==> src/rtl/b2_sram_pkg.sv <==
package b2_sram_pkg;
  typedef enum logic [1:0] {
    OP_IDLE  = 2'd0,
    OP_WRITE = 2'd1,
    OP_READ  = 2'd2
  } beat_op_e;
endpackage

==> src/rtl/b2_cmd_decode.sv <==
// Command capture on command-edge beats, burst stage and 1-bit beat counter.
module b2_cmd_decode
  import b2_sram_pkg::*;
#(
  parameter int AW = 6
) (
  input  logic          clk,
  input  logic          rst_n,
  input  logic          ld_n,
  input  logic          rw,
  input  logic [AW-1:0] addr,
  output logic          k_rise,
  output beat_op_e      beat_op,
  output logic [AW-1:0] beat_addr
);
  logic          phase;      // 0: next edge is a command edge
  beat_op_e      cap_op;
  logic [AW-1:0] cap_addr;
  beat_op_e      brst_op;
  logic [AW-2:0] brst_hi;
  logic          lsb_cnt;

  assign k_rise = ~phase;

  always_ff @(posedge clk) begin
    if (!rst_n) begin
      phase    <= 1'b0;
      cap_op   <= OP_IDLE;
      cap_addr <= '0;
      brst_op  <= OP_IDLE;
      brst_hi  <= '0;
      lsb_cnt  <= 1'b0;
    end else begin
      phase <= ~phase;
      if (!phase) begin
        // command edge: sample strobe, select, address; advance burst counter
        cap_op   <= ld_n ? OP_IDLE : (rw ? OP_READ : OP_WRITE);
        cap_addr <= addr;
        lsb_cnt  <= ~lsb_cnt;
      end else begin
        // opposite edge: move captured command into the burst stage, preset counter
        brst_op <= cap_op;
        brst_hi <= cap_addr[AW-1:1];
        lsb_cnt <= cap_addr[0];
      end
    end
  end

  assign beat_op   = brst_op;
  assign beat_addr = {brst_hi, lsb_cnt};
endmodule

==> src/rtl/b2_lane_array.sv <==
// Memory split into byte lanes, each with its own write enable.
module b2_lane_array #(
  parameter int AW     = 6,
  parameter int DW     = 16,
  parameter int LANE_W = 8,
  localparam int LANES = DW / LANE_W,
  localparam int DEPTH = 1 << AW
) (
  input  logic             clk,
  input  logic             rst_n,
  input  logic             wr_en,
  input  logic [AW-1:0]    addr,
  input  logic [DW-1:0]    wdata,
  input  logic [LANES-1:0] lane_en,
  output logic [DW-1:0]    rdata
);
  for (genvar l = 0; l < LANES; l++) begin : g_lane
    logic [LANE_W-1:0] store [DEPTH];

    always_ff @(posedge clk) begin
      if (!rst_n) begin
        for (int i = 0; i < DEPTH; i++) store[i] <= '0;
      end else if (wr_en && lane_en[l]) begin
        store[addr] <= wdata[l*LANE_W +: LANE_W];
      end
    end

    assign rdata[l*LANE_W +: LANE_W] = store[addr];
  end
endmodule

==> src/rtl/b2_return_stage.sv <==
// Registered read return and bus drive enable.
module b2_return_stage #(
  parameter int DW = 16
) (
  input  logic          clk,
  input  logic          rst_n,
  input  logic          rd_beat,
  input  logic [DW-1:0] rdata,
  output logic [DW-1:0] dq_out,
  output logic          dq_oe
);
  always_ff @(posedge clk) begin
    if (!rst_n) begin
      dq_out <= '0;
      dq_oe  <= 1'b0;
    end else begin
      dq_oe  <= rd_beat;
      dq_out <= rd_beat ? rdata : '0;
    end
  end
endmodule

==> src/rtl/b2_ddr_sram.sv <==
module b2_ddr_sram
  import b2_sram_pkg::*;
#(
  parameter int AW     = 6,
  parameter int DW     = 16,
  parameter int LANE_W = 8,
  localparam int LANES = DW / LANE_W
) (
  input  logic             clk,
  input  logic             rst_n,
  input  logic             ld_n,
  input  logic             rw,
  input  logic [AW-1:0]    addr,
  input  logic [DW-1:0]    dq_in,
  input  logic [LANES-1:0] bw_n,
  output logic             k_rise,
  output logic [DW-1:0]    dq_out,
  output logic             dq_oe
);
  beat_op_e      beat_op;
  logic [AW-1:0] beat_addr;
  logic [DW-1:0] rdata;

  b2_cmd_decode #(.AW(AW)) u_decode (
    .clk      (clk),
    .rst_n    (rst_n),
    .ld_n     (ld_n),
    .rw       (rw),
    .addr     (addr),
    .k_rise   (k_rise),
    .beat_op  (beat_op),
    .beat_addr(beat_addr)
  );

  b2_lane_array #(.AW(AW), .DW(DW), .LANE_W(LANE_W)) u_array (
    .clk    (clk),
    .rst_n  (rst_n),
    .wr_en  (beat_op == OP_WRITE),
    .addr   (beat_addr),
    .wdata  (dq_in),
    .lane_en(~bw_n),
    .rdata  (rdata)
  );

  b2_return_stage #(.DW(DW)) u_return (
    .clk    (clk),
    .rst_n  (rst_n),
    .rd_beat(beat_op == OP_READ),
    .rdata  (rdata),
    .dq_out (dq_out),
    .dq_oe  (dq_oe)
  );
endmodule

==> config.mk <==
export PLATFORM = sky130hd
export DESIGN_NAME = b2_ddr_sram
export DESIGN_NICKNAME = d
export VERILOG_FILES = /design/src/rtl/b2_sram_pkg.sv /design/src/rtl/b2_cmd_decode.sv /design/src/rtl/b2_lane_array.sv /design/src/rtl/b2_return_stage.sv /design/src/rtl/b2_ddr_sram.sv
export SDC_FILE = /design/constraint.sdc
export NUM_CORES = 2
export LEC_CHECK = 0
export ABC_AREA = 1
export BUFFER_PORTS_ARGS = -buffer_cell sky130_fd_sc_hd__buf_2
export CAP_MARGIN = 20
export CORE_UTILIZATION = 49
export CTS_CLUSTER_SIZE = 8
export DETAILED_ROUTE_END_ITERATION = 16
export PLACE_DENSITY = 0.76
export SETUP_SLACK_MARGIN = 0.4
export SLEW_MARGIN = 0
export SYNTH_ARGS = -nofsm -noshare
export SYNTH_HDL_FRONTEND = slang
export SYNTH_SLANG_ARGS = --single-unit
==> constraint.sdc <==
create_clock -name clk -period 5.9 [get_ports clk]
set_input_delay 0.885 -clock clk [delete_from_list [all_inputs] [get_ports clk]]
set_output_delay 0.885 -clock clk [all_outputs]
set_load 0.05 [all_outputs]
* Yosys cells after proc, flatten, opt, wreduce, memory -nomap -nowiden
Memory sizes are Yosys's and may differ from the RTL's. A register that Yosys moved wholly into a read port is not among the register bits.
Index checks and enable logic that the tools add are counted.
** Word-level totals
- Output and inout bits :: 18
- Input port bits :: 28
- Memories kept :: 2
- Register bits :: 18
- Bits in writable memories :: 1024
** Memory list
- u_array.g_lane[0].store :: words 64, bits a word 8, rd ports 1, clocked after Yosys merged registers in 1, write ports 64, line b2_lane_array.sv:18 : logic [LANE_W-1:0] store [DEPTH];
- u_array.g_lane[1].store :: words 64, bits a word 8, rd ports 1, clocked after Yosys merged registers in 1, write ports 64, line b2_lane_array.sv:18
** Cells by class
- Equal/unequal tests :: 2
- Reduce and logical (&&, ||, !) cells :: 7
- Muxes and demuxes :: 16
- Bitwise operators :: 3
** Operators by type and width (count)
- 2-to-1 mux 8 bit :: 2
- OR reduction 8 bit :: 2
- 2-to-1 mux 6 bit :: 2
- 2-to-1 mux 1 bit :: 10
- 2-to-1 mux 2 bit :: 2
- equality test 2 x 1 -> 1 bit, second input constant :: 1
- equality test 2 bit, second input constant :: 1
- logical AND 1 bit :: 2
- logical NOT 1 bit :: 2
- inverter 1 bit :: 2
- inverter 2 bit :: 1
- AND reduction 2 bit :: 1

* Longest topological paths before layout
- Depth after elaboration :: 7
- Mapped depth :: 15
- Mapped depth without buffers :: 11

* Cells and area by module
From an unflattened synthesis, not the netlist that was laid out.
** Second synthesis, totals
- Cells, all modules :: 5738
- Area, all modules :: 50603.5 um^2
** Modules (own cells, without submodules)
- b2_lane_array :: times used 1, sequential area each 30749.5 um^2, cells an instance 5612, area each 49518.7 um^2
- b2_cmd_decode :: times used 1, sequential area each 340.3 um^2, cells an instance 68, area each 553.0 um^2
- b2_return_stage :: times used 1, sequential area each 340.3 um^2, cells an instance 52, area each 509.2 um^2
- b2_ddr_sram :: times used 1, sequential area each 0.0 um^2, cells an instance 6, area each 22.5 um^2

* Worst setup path before layout
Ideal clock, no wire load.
- Path kind :: in2reg
- Start point :: input port bw_n[1]
- End point :: memory u_array.g_lane[1].store[4][0], enable pin
- Buffers on the path :: 2
- Data arrival time :: 2.129 ns
- Slack :: 3.443 ns
- Data required time :: 5.571 ns
- Cell stages on the path :: 5
- Path through :: nor4_1 -> buf_2 -> buf_4 -> nand3_1 -> nand2_1
** RTL lines
- start, declared :: line b2_ddr_sram.sv:15 : input logic [LANES-1:0] bw_n,
- end, declared :: line b2_lane_array.sv:18

==> flow_metrics.py <==
metrics = {
    "timing": {
        "period_needed_ps": 3920,
        "finalMaxSlewViolations": 0,
        "fmax_mhz": 255,
        "post-route-period-util": 0.665,
        "timing.final.ws_setup_ps": 1980,
        "slew_headroom": 0.182,
        "setup_tns_ps": 0,
        "timing.hold.ws_ps": 348,
        "rsz0062_at_grt": "no",
        "hold_violations": 0,
        "skew_ps": 27.4,
        "setup-violations-final": 0,
        "worstMarginPinSlew_ps": 1230,
    },
    "setup_path": {
        "critPathCaptureType": "register",
        "arrival_ps": 4330,
        "r2r_start": "u_decode.brst_hi[1]$_SDFFE_PN0P_",
        "critPathKind": "register to register",
        "r2r_cells": 6,
        "cp.required_ps": 6310,
        "rrSetupSlack_ps": 1980,
        "path_max_fanout": 68,
        "worstReg2RegEnd": "u_array.g_lane[1].store[4][2]$_SDFFCE_PN0P_",
        "start_kind": "register",
    },
    "synthesis": {
        "postSynthAreaPerCell_um2": 8.93,
        "syn-instance-count": 5684,
        "netlist_area_um2": 50800,
        "synth.area.top_cells": "edfxtp_1, nand2_1, nor2_1, nand3_4, dfxtp_1",
        "synth_top_cell_area_share": 0.606,
        "ys.flop_type": "edfxtp_1",
        "async_flop_share": 0,
        "yosys.area.top_type": "edfxtp_1",
        "yosys_warnings": 0,
        "synth_nets": 5712,
        "yosysUniqueCellTypes": 28,
        "ys_ff_latch": 1058,
        "ys_seq_area_frac": 0.619,
        "synth_edf_count": 1024,
    },
    "die": {
        "num_rows": 117,
        "core_um2": 102000,
        "start_util": 0.497,
        "die_y_um": 324,
        "ios": 46,
        "die_area_um2": 105000,
        "die_x_um": 324,
    },
    "hold_path": {
        "worstHoldPathType": "primary input to register",
        "min_from": "addr[1]",
        "min_to": "u_decode.cap_addr[1]$_SDFFE_PN0N_",
        "hold-path-cell-count": 3,
    },
    "clock_tree": {
        "cts.hold.buffers_added": 0,
        "path_clk_slew_ps": 50,
        "cts.sinks": 1058,
        "post_cts_buffers": 0,
        "cts_tree": "built",
        "root_buffer": "clkbuf_16",
        "ctsLongestPathBuffers": 3,
        "htree_levels": 4,
        "clk_latency_ps": 760,
        "cts_made_buffers": 150,
        "cts_resized": 0,
    },
    "pwr": {
        "p_int_uw": 13400,
        "power_frac_clock": 0.440,
        "pwr-share-comb": 0.078,
        "p_seq_frac": 0.482,
        "p_leak_uw": 0.0245,
        "worst_ir_drop_vdd_mv": 0.289,
        "p_sw_frac": 0.245,
        "power_density_nw_per_um2": 319,
        "power.switching_uw": 4370,
    },
    "global_route": {
        "antenna_found_initial": 3,
        "grt_max_degree": 229,
        "grt_util_all_layers": 0.257,
        "grt_pass1_vias": 36100,
        "grt_overflow": 0,
        "grt_pass1_wl_um": 205000,
    },
    "placed_design": {
        "post-place-ws_ps": 2050,
        "gp_congestion": 0.877,
        "placed_area_um2": 51500,
        "io_buffers": 45,
        "place_hpwl_um": 76400,
    },
    "route": {
        "vias_per_cell": 5.45,
        "vias": 38200,
        "ant_nets": 0,
        "dr.pass1.iters": 7,
        "routed_wl_um": 134000,
        "drtIter0Drc": 4781,
        "wire_per_inst_um": 19.1,
        "drc": 0,
    },
    "cells_and_area": {
        "antennaDiodeCount": 0,
        "stdcell_area_um2": 55700,
        "synthToLayoutAreaGrowth_pct": 9.74,
        "drive_gt1_frac": 0.0758,
        "postLayoutCoreUtil": 0.545,
        "fin_nets": 5597,
    },
    "flow_run": {
        "drv_cap": 0,
    },
    "outcome": {
        "outcome": "completed",
    },
}
## placed cells by master (no fill, tap or decap), types with 16 or more instances in the layout
| cell type | Yosys | layout |
|---|---|---|
| nand2_1 | 2948 | 2948 |
| nor2_1 | 1068 | 1068 |
| edfxtp_1 | 1024 | 1024 |
| clkbuf_16 | 0 | 151 |
| nand3_4 | 72 | 72 |
| nand3_2 | 54 | 54 |
| clkbuf_1 | 177 | 53 |
| buf_2 | 107 | 44 |
| buf_4 | 34 | 37 |
| dfxtp_1 | 34 | 31 |
| inv_1 | 28 | 28 |
| inv_2 | 22 | 19 |
| a21oi_1 | 16 | 16 |
## metal layers
layer	wire length, µm	GRT usage
met2	62200	0.410
met3	15300	0.0469
met5	23	0
met1	52700	0.352
met4	3880	0.0948
## critical path, cell delays in order (launching register included)
cell and delay (ps):
dfxtp_4 810, inv_4 480, nor2_1 630, inv_2 210, nor2_8 600, nand3_1 410, nand2_1 390
## metrics by stage
stage,cells,total power [µW]
finish,7004,17800
floorplan,5684,9650
detailed placement,6785,10100
CTS,7004,17800
global route,7004,18300
global placement,6785,10000
## state kept, by name (all words and copies together) (netlist names)
register,flops
u_decode.cap_addr,6
u_decode.beat_op,2
u_decode.lsb_cnt,1
u_decode.cap_op,2
u_return.dq_oe,1
u_return.dq_out,16
u_decode.phase,1
u_array.g_lane.store,1024
u_decode.brst_hi,5
## power by group through the flow
stage | Combinational (µW) | Sequential [µW] | Clock (µW)
4_1_cts | 1370 | 8570 | 7850
3_5_place_dp | 1360 | 8710 | 0
5_1_grt | 1520 | 8590 | 8140
6_report | 1390 | 8570 | 7830
3_3_place_gp | 1340 | 8700 | 0
2_1_floorplan | 985 | 8660 | 0
## synthesized netlist by cell type, types with 5 or more instances
library cell,number
nand2_1,2948
edfxtp_1,1024
nand3_1,5
buf_4,34
nor3_2,7
o211ai_1,8
buf_1,24
nor2_1,1068
nand3_4,72
dfxtp_1,34
o21ai_0,15
nor2_8,8
buf_6,13
nand3_2,54
buf_2,107
clkbuf_1,177
inv_1,28
inv_2,22
o22ai_1,8
a21oi_1,16
## how the worst max path moves through the flow
stage | startpoint | end | slack [ps]
2_1_floorplan | bw_n[1] | u_array.g_lane[1].store[4][0]$_SDFFCE_PN0P_ | 3440
3_3_place_gp | u_decode.brst_hi[1]$_SDFFE_PN0P_ | u_array.g_lane[1].store[4][2]$_SDFFCE_PN0P_ | 2200
3_5_place_dp | u_decode.brst_hi[1]$_SDFFE_PN0P_ | u_array.g_lane[1].store[4][5]$_SDFFCE_PN0P_ | 2050
4_1_cts | u_decode.brst_hi[1]$_SDFFE_PN0P_ | u_array.g_lane[1].store[4][3]$_SDFFCE_PN0P_ | 2060
5_1_grt | u_decode.brst_hi[1]$_SDFFE_PN0P_ | u_array.g_lane[1].store[4][3]$_SDFFCE_PN0P_ | 1740
6_report | u_decode.brst_hi[1]$_SDFFE_PN0P_ | u_array.g_lane[1].store[4][2]$_SDFFCE_PN0P_ | 1980
## kinds of logic after synthesis
family,share of synthesized area
AOI/OAI and AO/OA,0.00549
buffers and inverters,0.0371
DFF,0.619
and+or+nand+nor,0.338
## area by class of cell
class,count,area [µm²]
Multi-Input combinational cell,4220,17500
Tap cell,1368,1710
Timing Repair Buffer,88,629
Clock inverter,15,228
Sequential cell,1058,31400
Fill cell,8923,46500
Inverter,51,209
Clock buffer,204,3980
Power figures use the tool's default switching activity.
